[config.mk]
export PLATFORM = sky130hd
export DESIGN_NAME = pgbus_ctrl
export DESIGN_NICKNAME = d
export VERILOG_FILES = /design/src/rtl/pgbus_pkg.sv /design/src/rtl/pgbus_page.sv /design/src/rtl/pgbus_seq.sv /design/src/rtl/pgbus_pins.sv /design/src/rtl/pgbus_ctrl.sv
export SDC_FILE = /design/constraint.sdc
export NUM_CORES = 1
export LEC_CHECK = 0
export BUFFER_PORTS_ARGS = -buffer_cell sky130_fd_sc_hd__buf_4
export CAP_MARGIN = 20
export CORE_ASPECT_RATIO = 1.2
export CORE_MARGIN = 4
export CORE_UTILIZATION = 47
export DETAILED_ROUTE_END_ITERATION = 6
export GPL_TIMING_DRIVEN = 0
export PLACE_DENSITY = 0.81
export SYNTH_ARGS = -nofsm -noshare
export SYNTH_HDL_FRONTEND = slang
export SYNTH_SLANG_ARGS = --single-unit
[constraint.sdc]
create_clock -name clk -period 5.1 [get_ports clk]
set_input_delay 0.51 -clock clk [delete_from_list [all_inputs] [get_ports clk]]
set_output_delay 0.51 -clock clk [all_outputs]
set_load 0.02 [all_outputs]
[src/rtl/pgbus_pkg.sv]
package pgbus_pkg;

    typedef enum logic [1:0] {
        KIND_FETCH = 2'd0,
        KIND_READ  = 2'd1,
        KIND_WRITE = 2'd2
    } kind_e;

    // Clocks of a page-hit cycle for each speed select; a miss doubles it.
    function automatic int hit_clocks(input logic [1:0] sel);
        case (sel)
            2'd0:    return 1;
            2'd1:    return 2;
            2'd2:    return 4;
            default: return 2;
        endcase
    endfunction

    localparam int SPLIT_DATA_CLOCKS = 4;

endpackage

[src/rtl/pgbus_page.sv]
module pgbus_page #(
    parameter int PAGE_W = 8
) (
    input  logic              clk,
    input  logic              rst_n,
    input  logic              page_en,
    input  logic              upd,
    input  logic [PAGE_W-1:0] upd_page,
    input  logic [PAGE_W-1:0] probe_page,
    output logic              miss
);
    typedef struct packed {
        logic              valid;
        logic [PAGE_W-1:0] page;
    } page_s;

    page_s st_d, st_q;

    always_comb begin
        st_d = st_q;
        if (!page_en) begin
            st_d.valid = 1'b0;
        end else if (upd) begin
            st_d.valid = 1'b1;
            st_d.page  = upd_page;
        end
    end

    always_ff @(posedge clk or negedge rst_n) begin
        if (!rst_n) st_q <= '0;
        else        st_q <= st_d;
    end

    assign miss = !st_q.valid || (st_q.page != probe_page);
endmodule

[src/rtl/pgbus_seq.sv]
module pgbus_seq
    import pgbus_pkg::*;
#(
    parameter int ADDR_W = 16,
    parameter int DATA_W = 8,
    parameter int CNT_W  = 4
) (
    input  logic              clk,
    input  logic              rst_n,
    input  logic              start,
    input  logic              miss,
    input  logic [1:0]        mode_sel,
    input  logic [1:0]        kind,
    input  logic [ADDR_W-1:0] addr,
    input  logic [DATA_W-1:0] wdata,
    input  logic [DATA_W-1:0] pa_in,
    input  logic [DATA_W-1:0] pb_in,
    output logic              active,
    output logic              addr_phase,
    output logic              last,
    output logic [1:0]        cur_kind,
    output logic              cur_split,
    output logic [ADDR_W-1:0] cur_addr,
    output logic [DATA_W-1:0] cur_wdata,
    output logic              done,
    output logic [DATA_W-1:0] rdata
);
    typedef struct packed {
        logic              active;
        logic [CNT_W-1:0]  cnt;
        logic [CNT_W-1:0]  len;
        logic [CNT_W-1:0]  half;
        logic [1:0]        kind;
        logic              split;
        logic [ADDR_W-1:0] addr;
        logic [DATA_W-1:0] wdata;
        logic [DATA_W-1:0] rdata;
        logic              done;
    } seq_s;

    seq_s             st_d, st_q;
    logic [CNT_W-1:0] base_len;
    logic [CNT_W-1:0] new_len;

    assign last = st_q.active && (st_q.cnt == st_q.len - 1'b1);

    always_comb begin
        base_len = CNT_W'(hit_clocks(mode_sel));
        if (mode_sel == 2'd3 && kind != KIND_FETCH) new_len = CNT_W'(SPLIT_DATA_CLOCKS);
        else if (miss)                              new_len = base_len << 1;
        else                                        new_len = base_len;

        st_d      = st_q;
        st_d.done = 1'b0;
        if (!st_q.active) begin
            if (start) begin
                st_d.active = 1'b1;
                st_d.cnt    = '0;
                st_d.len    = new_len;
                st_d.half   = miss ? (new_len >> 1) : '0;
                st_d.kind   = kind;
                st_d.split  = (mode_sel == 2'd3);
                st_d.addr   = addr;
                st_d.wdata  = wdata;
            end
        end else if (last) begin
            st_d.active = 1'b0;
            st_d.done   = 1'b1;
            if (st_q.kind != KIND_WRITE) st_d.rdata = st_q.split ? pb_in : pa_in;
        end else begin
            st_d.cnt = st_q.cnt + 1'b1;
        end
    end

    always_ff @(posedge clk or negedge rst_n) begin
        if (!rst_n) st_q <= '0;
        else        st_q <= st_d;
    end

    assign active     = st_q.active;
    assign addr_phase = st_q.active && (st_q.cnt < st_q.half);
    assign cur_kind   = st_q.kind;
    assign cur_split  = st_q.split;
    assign cur_addr   = st_q.addr;
    assign cur_wdata  = st_q.wdata;
    assign done       = st_q.done;
    assign rdata      = st_q.rdata;
endmodule

[src/rtl/pgbus_pins.sv]
module pgbus_pins
    import pgbus_pkg::*;
#(
    parameter int ADDR_W = 16,
    parameter int DATA_W = 8
) (
    input  logic              active,
    input  logic              addr_phase,
    input  logic [1:0]        kind,
    input  logic              split,
    input  logic [ADDR_W-1:0] addr,
    input  logic [DATA_W-1:0] wdata,
    output logic [DATA_W-1:0] pa_out,
    output logic              pa_oe,
    output logic [DATA_W-1:0] pb_out,
    output logic              pb_oe,
    output logic              ale,
    output logic              psen_n,
    output logic              rd_n,
    output logic              wr_n
);
    logic [DATA_W-1:0] lo_byte, hi_byte;
    logic              strobe_phase, is_write;

    assign lo_byte      = addr[DATA_W-1:0];
    assign hi_byte      = addr[ADDR_W-1 -: DATA_W];
    assign strobe_phase = active && !addr_phase;
    assign is_write     = (kind == KIND_WRITE);

    always_comb begin
        ale    = addr_phase;
        psen_n = !(strobe_phase && kind == KIND_FETCH);
        rd_n   = !(strobe_phase && kind == KIND_READ);
        wr_n   = !(strobe_phase && is_write);
        if (split) begin
            pa_oe  = active;
            pa_out = lo_byte;
            pb_oe  = addr_phase || (active && is_write);
            pb_out = addr_phase ? hi_byte : wdata;
        end else begin
            pa_oe  = strobe_phase && is_write;
            pa_out = wdata;
            pb_oe  = active;
            pb_out = addr_phase ? hi_byte : lo_byte;
        end
    end
endmodule

[src/rtl/pgbus_ctrl.sv]
module pgbus_ctrl #(
    parameter int ADDR_W = 16,
    parameter int DATA_W = 8,
    parameter int CNT_W  = 4
) (
    input  logic              clk,
    input  logic              rst_n,
    input  logic              page_en,
    input  logic [1:0]        mode_sel,
    input  logic              req_valid,
    input  logic [1:0]        req_kind,
    input  logic [ADDR_W-1:0] req_addr,
    input  logic [DATA_W-1:0] req_wdata,
    output logic              req_ready,
    output logic              done,
    output logic [DATA_W-1:0] rdata,
    input  logic [DATA_W-1:0] pa_in,
    output logic [DATA_W-1:0] pa_out,
    output logic              pa_oe,
    input  logic [DATA_W-1:0] pb_in,
    output logic [DATA_W-1:0] pb_out,
    output logic              pb_oe,
    output logic              ale,
    output logic              psen_n,
    output logic              rd_n,
    output logic              wr_n
);
    localparam int PAGE_W = ADDR_W - DATA_W;

    logic              active, addr_phase, last, miss, start, cur_split;
    logic [1:0]        cur_kind;
    logic [ADDR_W-1:0] cur_addr;
    logic [DATA_W-1:0] cur_wdata;

    assign req_ready = page_en && !active;
    assign start     = req_valid && req_ready;

    pgbus_page #(.PAGE_W(PAGE_W)) u_page (
        .clk        (clk),
        .rst_n      (rst_n),
        .page_en    (page_en),
        .upd        (last),
        .upd_page   (cur_addr[ADDR_W-1 -: PAGE_W]),
        .probe_page (req_addr[ADDR_W-1 -: PAGE_W]),
        .miss       (miss)
    );

    pgbus_seq #(.ADDR_W(ADDR_W), .DATA_W(DATA_W), .CNT_W(CNT_W)) u_seq (
        .clk        (clk),
        .rst_n      (rst_n),
        .start      (start),
        .miss       (miss),
        .mode_sel   (mode_sel),
        .kind       (req_kind),
        .addr       (req_addr),
        .wdata      (req_wdata),
        .pa_in      (pa_in),
        .pb_in      (pb_in),
        .active     (active),
        .addr_phase (addr_phase),
        .last       (last),
        .cur_kind   (cur_kind),
        .cur_split  (cur_split),
        .cur_addr   (cur_addr),
        .cur_wdata  (cur_wdata),
        .done       (done),
        .rdata      (rdata)
    );

    pgbus_pins #(.ADDR_W(ADDR_W), .DATA_W(DATA_W)) u_pins (
        .active     (active),
        .addr_phase (addr_phase),
        .kind       (cur_kind),
        .split      (cur_split),
        .addr       (cur_addr),
        .wdata      (cur_wdata),
        .pa_out     (pa_out),
        .pa_oe      (pa_oe),
        .pb_out     (pb_out),
        .pb_oe      (pb_oe),
        .ale        (ale),
        .psen_n     (psen_n),
        .rd_n       (rd_n),
        .wr_n       (wr_n)
    );
endmodule

==> Word level (Yosys, flattened, before mapping) <==
Cells that the tools add are included.
W data, S select, Z words.
{ "totals": {"regBits": 58, "output_inout_bits": 32, "inputBits": 48, "word_cells": 70} }
{ "classes": {"n_addsub": 2, "n_mux": 19, "n_eq_ne": 9, "bitwise": 1, "reduce_logical": 26, "magnitude_cmp": 1} }
{ "op_table": {"columns": ["operator", "count"], "rows": [
  ["$mux W40", 1],
  ["$mux W8", 5],
  ["$mux W4", 3],
  ["$logic_and A1 B1 Y1", 10],
  ["$mux W9", 1],
  ["$ne A8 B8 Y1", 1],
  ["$eq A2 B2 Y1 const B", 3],
  ["$logic_not A1 Y1", 6],
  ["$mux W1", 6],
  ["$pmux W3 S2", 1],
  ["$reduce_and A2 Y1", 3],
  ["$mux W5", 1],
  ["$add A4 B1 Y4 const B", 1],
  ["$eq A4 B4 Y1", 1],
  ["$logic_not A2 Y1", 2],
  ["$lt A4 B4 Y1", 1],
  ["$ne A2 B2 Y1 const B", 2],
  ["$reduce_bool A2 Y1", 2],
  ["$sub A4 B1 Y4 const B", 1],
  ["$mux W3", 1],
  ["$reduce_and A3 Y1", 1],
  ["$eq A2 B1 Y1 const B", 1],
  ["$logic_or A1 B1 Y1", 2],
  ["$ne A2 B1 Y1 const B", 1],
  ["$not A1 Y1", 1]
]} }

==> Depth between registers and ports, before layout <==
{ "logic_depth": {"depth_word": 7, "depth_mapped": 8, "mapped_depth_nobuf": 7} }

==> Cells and area by module <==
From an unflattened synthesis, not the netlist that was laid out.
{ "unflattened": {"cells_unflattened": 339, "area_unflattened_um2": 3256.9} }
{ "by_module_without_submodules": {"columns": ["mod", "n_inst", "area_per_inst_um2", "seq_area_each_um2", "cells_per_inst"], "rows": [
  ["pgbus_seq", 1, 2466.1, 1201.2, 260],
  ["pgbus_page", 1, 416.6, 225.2, 30],
  ["pgbus_pins", 1, 359.1, 0.0, 47],
  ["pgbus_ctrl", 1, 15.0, 0.0, 2]
]} }

==> Worst setup path before layout <==
No wires, ideal clock.
{ "synth_path": {"path_type": "register -> output", "start": "reg u_seq.st_q[45] (netlist name)", "end": "out pb_out[0]", "t_required_ns": 4.590, "arrival_ns": 1.863, "stages_incl_launch_ff": 7, "path_buffers": 1, "path_slack_ns": 2.727, "cell_sequence": "dfrtp_1 > ha_1 > a21o_1 > a211o_1 > or2_1 > buf_6 > mux2_4"} }
{ "synth_via": {"elab_chain_cells": 4, "elab_cells_between_ends": 5, "classes_between": "order compare: 1; mux: 3; reduce/logical: 1"} }
{ "synth_rtl": {"columns": ["item", "line_no", "rtl"], "rows": [
  ["start: declaration", "pgbus_seq.sv:41", "seq_s st_d, st_q;"],
  ["start signal: assignment", "pgbus_seq.sv:77", "else st_q <= st_d;"],
  ["$lt A4 B4 Y1 (*)", "pgbus_seq.sv:81", "assign addr_phase = st_q.active && (st_q.cnt < st_q.half);"],
  ["$logic_and A1 B1 Y1 (*)", "pgbus_seq.sv:81", null],
  ["$mux W8, on equally long branches", "pgbus_pins.sv:44, pgbus_pins.sv:39", null],
  ["$mux W8 (*)", "pgbus_pins.sv:35", "if (split) begin"],
  ["end: declaration", "pgbus_ctrl.sv:21", "output logic [DATA_W-1:0] pb_out,"]
]} }
Mark *: on every way between the ends. The rest lies on a longest branch, timed or not.

==> Final worst setup path <==
{ "layout_path": {"start": "reg u_seq.st_q, in the netlist u_seq.cur_split", "end": "out pa_out[1]"} }
{ "layout_via": {"elab_chain_cells": 1} }
{ "layout_rtl": {"columns": ["item", "line_no", "rtl"], "rows": [
  ["$mux W8", "pgbus_pins.sv:35", null],
  ["end: declaration", "pgbus_ctrl.sv:18", "output logic [DATA_W-1:0] pa_out,"]
]} }
No other way between the ends.

==> out/qor.yml <==
status: "finished, final reports clean"
synth_edf_count: 0
start_util: 0.493
async_reset_ff_frac: 1.00
place.gp.congestion: 0.845
area_growth_pct: 29.9
hold_viol_final: 0
cts-root-buf: "clkbuf_8"
power.switching_mw: 1.10
hp-class: "in -> async"
syn_inst: 289
postSynthAreaPerCell_sq_um: 10.5
max_stage_delay_ps: 510
die_x_um: 81.2
drive_gt1_frac: 0.393
antenna_found_initial: 0
core_sq_um: 6130
synth.distinct_cells: 39
fin_ws_ps: 2110
p_seq_frac: 0.297
required_ps: 4590
path_cells: "clkbuf_1 -> clkbuf_1 -> buf_2 -> mux2_2 -> buf_4"
dr.pass1.iters: 4
cap_violations: 0
multiInputGateArea_sq_um: 1450
grt_usage: 0.203
power_frac_comb: 0.549
htreeDepth: 3
ir_drop_mv: 0.483
drt_iter0_markers: 102
power.density_nw_per_um2: 712
finalSetupTns_ps: 0
grt_pass1_vias: 2521
gr-total-overflow: 0
tightestPinTransition_ps: 709
synth_top_flop_cell: "dfrtp_1"
synth_top_family_by_area: "multiplexers"
synth_seq_area_share: 0.472
cp.buffers_inverters: 4
fillers: 519
yosys_warnings: 0
ctsHoldBuffers: 0
ys_seq_elements: 57
syn-cell-area_sq_um: 3020
grtUsageMet2: 0.341
maxSlewHeadroom: 0.527
slew_viol_final: 0
syn-num-nets: 341
die-height_um: 95.8
clock_path_buffers: 2
slowest_stage: "clkbuf_1"
place_area_sq_um: 3720
worstPathArrival_ps: 2480
post-place-ws_ps: 2450
hold_slack_ps: 212
clkPwrFrac: 0.154
hpwl_mm: 5.34
cp_max_fo: 10
worstSetupStartpointType: "flop"
endpoint_kind: "primary output"
vias: 2382
finalCritPeriodShare: 0.586
path_delay_family: "buffers and inverters"
cts_sinks: 57
ant_nets: 0
setup_viol: 0
worst-setup-path-type: "reg -> out"
use_met1: 0.245
drc: 0
finClkSkew_ps: 7.64
total_leakage_power_nw: 1.99
synth_xor_area_frac: 0.0431
p_sw_frac: 0.394
post-cts-setup-buffers: 0
grt-busiest-layer: "met2"
rsz0062_at_grt: "false"
cts_tree: "done"
diodes: 0
fin_util: 0.640
synth-compound-area-share: 0.0455
numCtsBuffers: 9
rows: 31
avgViaCountPerCell: 5.11
routed_wl_mm: 7.17
clkTransAtPathRegs_ps: 70
internal-power_mw: 1.69
port_buffers: 79
worst_path_most_repeated_cell: "clkbuf_1"
muxShareOfSynthArea: 0.202
grt_pass1_wl_mm: 11.7
max_freq_mhz: 335
seq_area_sq_um: 1430
cts_resized: 0
synthAdderAreaFrac: 0.0166
period_minus_slack_ps: 2990
insertion_delay_ps: 330
die_area_sq_um: 7780
grt_max_degree: 58
synth-simple-area-share: 0.172
final_area_sq_um: 3920
post_drt_wl_per_cell_um: 15.4
nets: 431
grt_util_met3: 0.0581
io_pins: 80
-- metrics by stage --
step / power (mW) / std cells
after floorplan: 1.87 / 289
after global placement: 2.33 / 450
after detailed placement: 2.37 / 450
after CTS: 2.82 / 466
after global routing: 2.98 / 466
final: 2.80 / 466
-- cell usage in the layout, fill, tap and decap left out, types with 5 or more instances in the layout --
| master | Yosys | routed |
|---|---|---|
| buf_4 | 8 | 87 |
| o21ai_0 | 5 | 5 |
| clkbuf_8 | 0 | 11 |
| nor2_1 | 7 | 7 |
| inv_1 | 7 | 7 |
| mux2_4 | 16 | 16 |
| nand3_1 | 6 | 6 |
| dfrtp_1 | 57 | 57 |
| mux2_2 | 24 | 24 |
| clkbuf_1 | 9 | 10 |
| xnor2_1 | 9 | 9 |
| mux2_1 | 8 | 8 |
| nand2_1 | 88 | 88 |
-- Yosys cell counts (all sizes together) (4+ instances only) --
cell type / count / area, sq um
a22o: 4 / 35.0
buf: 11 / 87.6
clkbuf: 9 / 33.8
dfrtp: 57 / 1430
ha: 4 / 50.1
inv: 7 / 26.3
mux2: 48 / 601
nand2: 89 / 337
nand3: 6 / 30.0
nor2: 7 / 26.3
o21ai: 5 / 25.0
xnor2: 10 / 95.1
xor2: 4 / 35.0
-- kinds of logic (layout without fill, tap and decap cells) --
logic type | Yosys count | in the layout
buffers and inverters | 27 | 122
AOI/OAI and AO/OA | 20 | 20
muxes | 49 | 49
adders and majority gates | 4 | 4
DFF | 57 | 57
xor gates and xnor gates | 14 | 14
and+or+nand+nor | 118 | 118
-- state kept, by name, indices dropped and copies added, names as in the netlist --
register and count:
u_seq.st_q 11, u_seq.cur_addr 16, u_seq.rdata 8, u_seq.cur_split 1, u_seq.done 1, u_seq.cur_wdata 8
u_page.st_q 9, u_seq.cur_kind 2, u_seq.active 1
-- metal layers --
layer,wire [um],vias to the layer above,share of wire
met3,462,16,0.064
met4,148,0,0.021
met2,3660,91,0.51
li1,-,1136,-
met5,0,-,0
met1,2900,1139,0.40
-- worst paths after layout --
| kind | startpoint | endpoint | slack, ps | depth (start not counted) |
|---|---|---|---|---|
| max | u_seq.cur_split$_DFFE_PN0P_ | pa_out[1] | 2110 | 5 |
| min | rst_n | u_page.st_q[6]$_DFFE_PN0P_ | 210 | 1 |
| min in group clk | req_wdata[0] | u_seq.cur_wdata[0]$_DFFE_PN0P_ | 360 | 3 |
| min reg2reg | u_page.st_q[8]$_DFFE_PN0P_ | u_page.st_q[8]$_DFFE_PN0P_ | 490 | 2 |
| max reg2reg | u_seq.st_q[40]$_DFFE_PN0P_ | u_seq.rdata[0]$_DFFE_PN0P_ | 2930 | 8 |
| max in group asynchronous | rst_n | u_seq.st_q[37]$_DFFE_PN0P_ | 4400 | 1 |
-- cell type report --
| class | count | area share |
|---|---|---|
| buffer | 20 | 0.0309 |
| clock buffer | 12 | 0.0395 |
| clock inverter | 4 | 0.0131 |
| inverter | 7 | 0.00670 |
| multi-input combinational | 205 | 0.369 |
| sequential | 57 | 0.364 |
| tap | 82 | 0.0261 |
| timing repair buffer | 79 | 0.151 |
-- power groups by stage --
| stage | combinational, mW | sequential [mW] | clock, mW |
|---|---|---|---|
| 5_1_grt | 1.66 | 0.858 | 0.463 |
| 3_3_place_gp | 1.51 | 0.820 | 0 |
| 2_1_floorplan | 1.08 | 0.789 | 0 |
| 3_5_place_dp | 1.54 | 0.836 | 0 |
| 4_1_cts | 1.55 | 0.829 | 0.439 |
| 6_report | 1.54 | 0.829 | 0.431 |
Note: power is estimated with default switching activity, not from simulation.
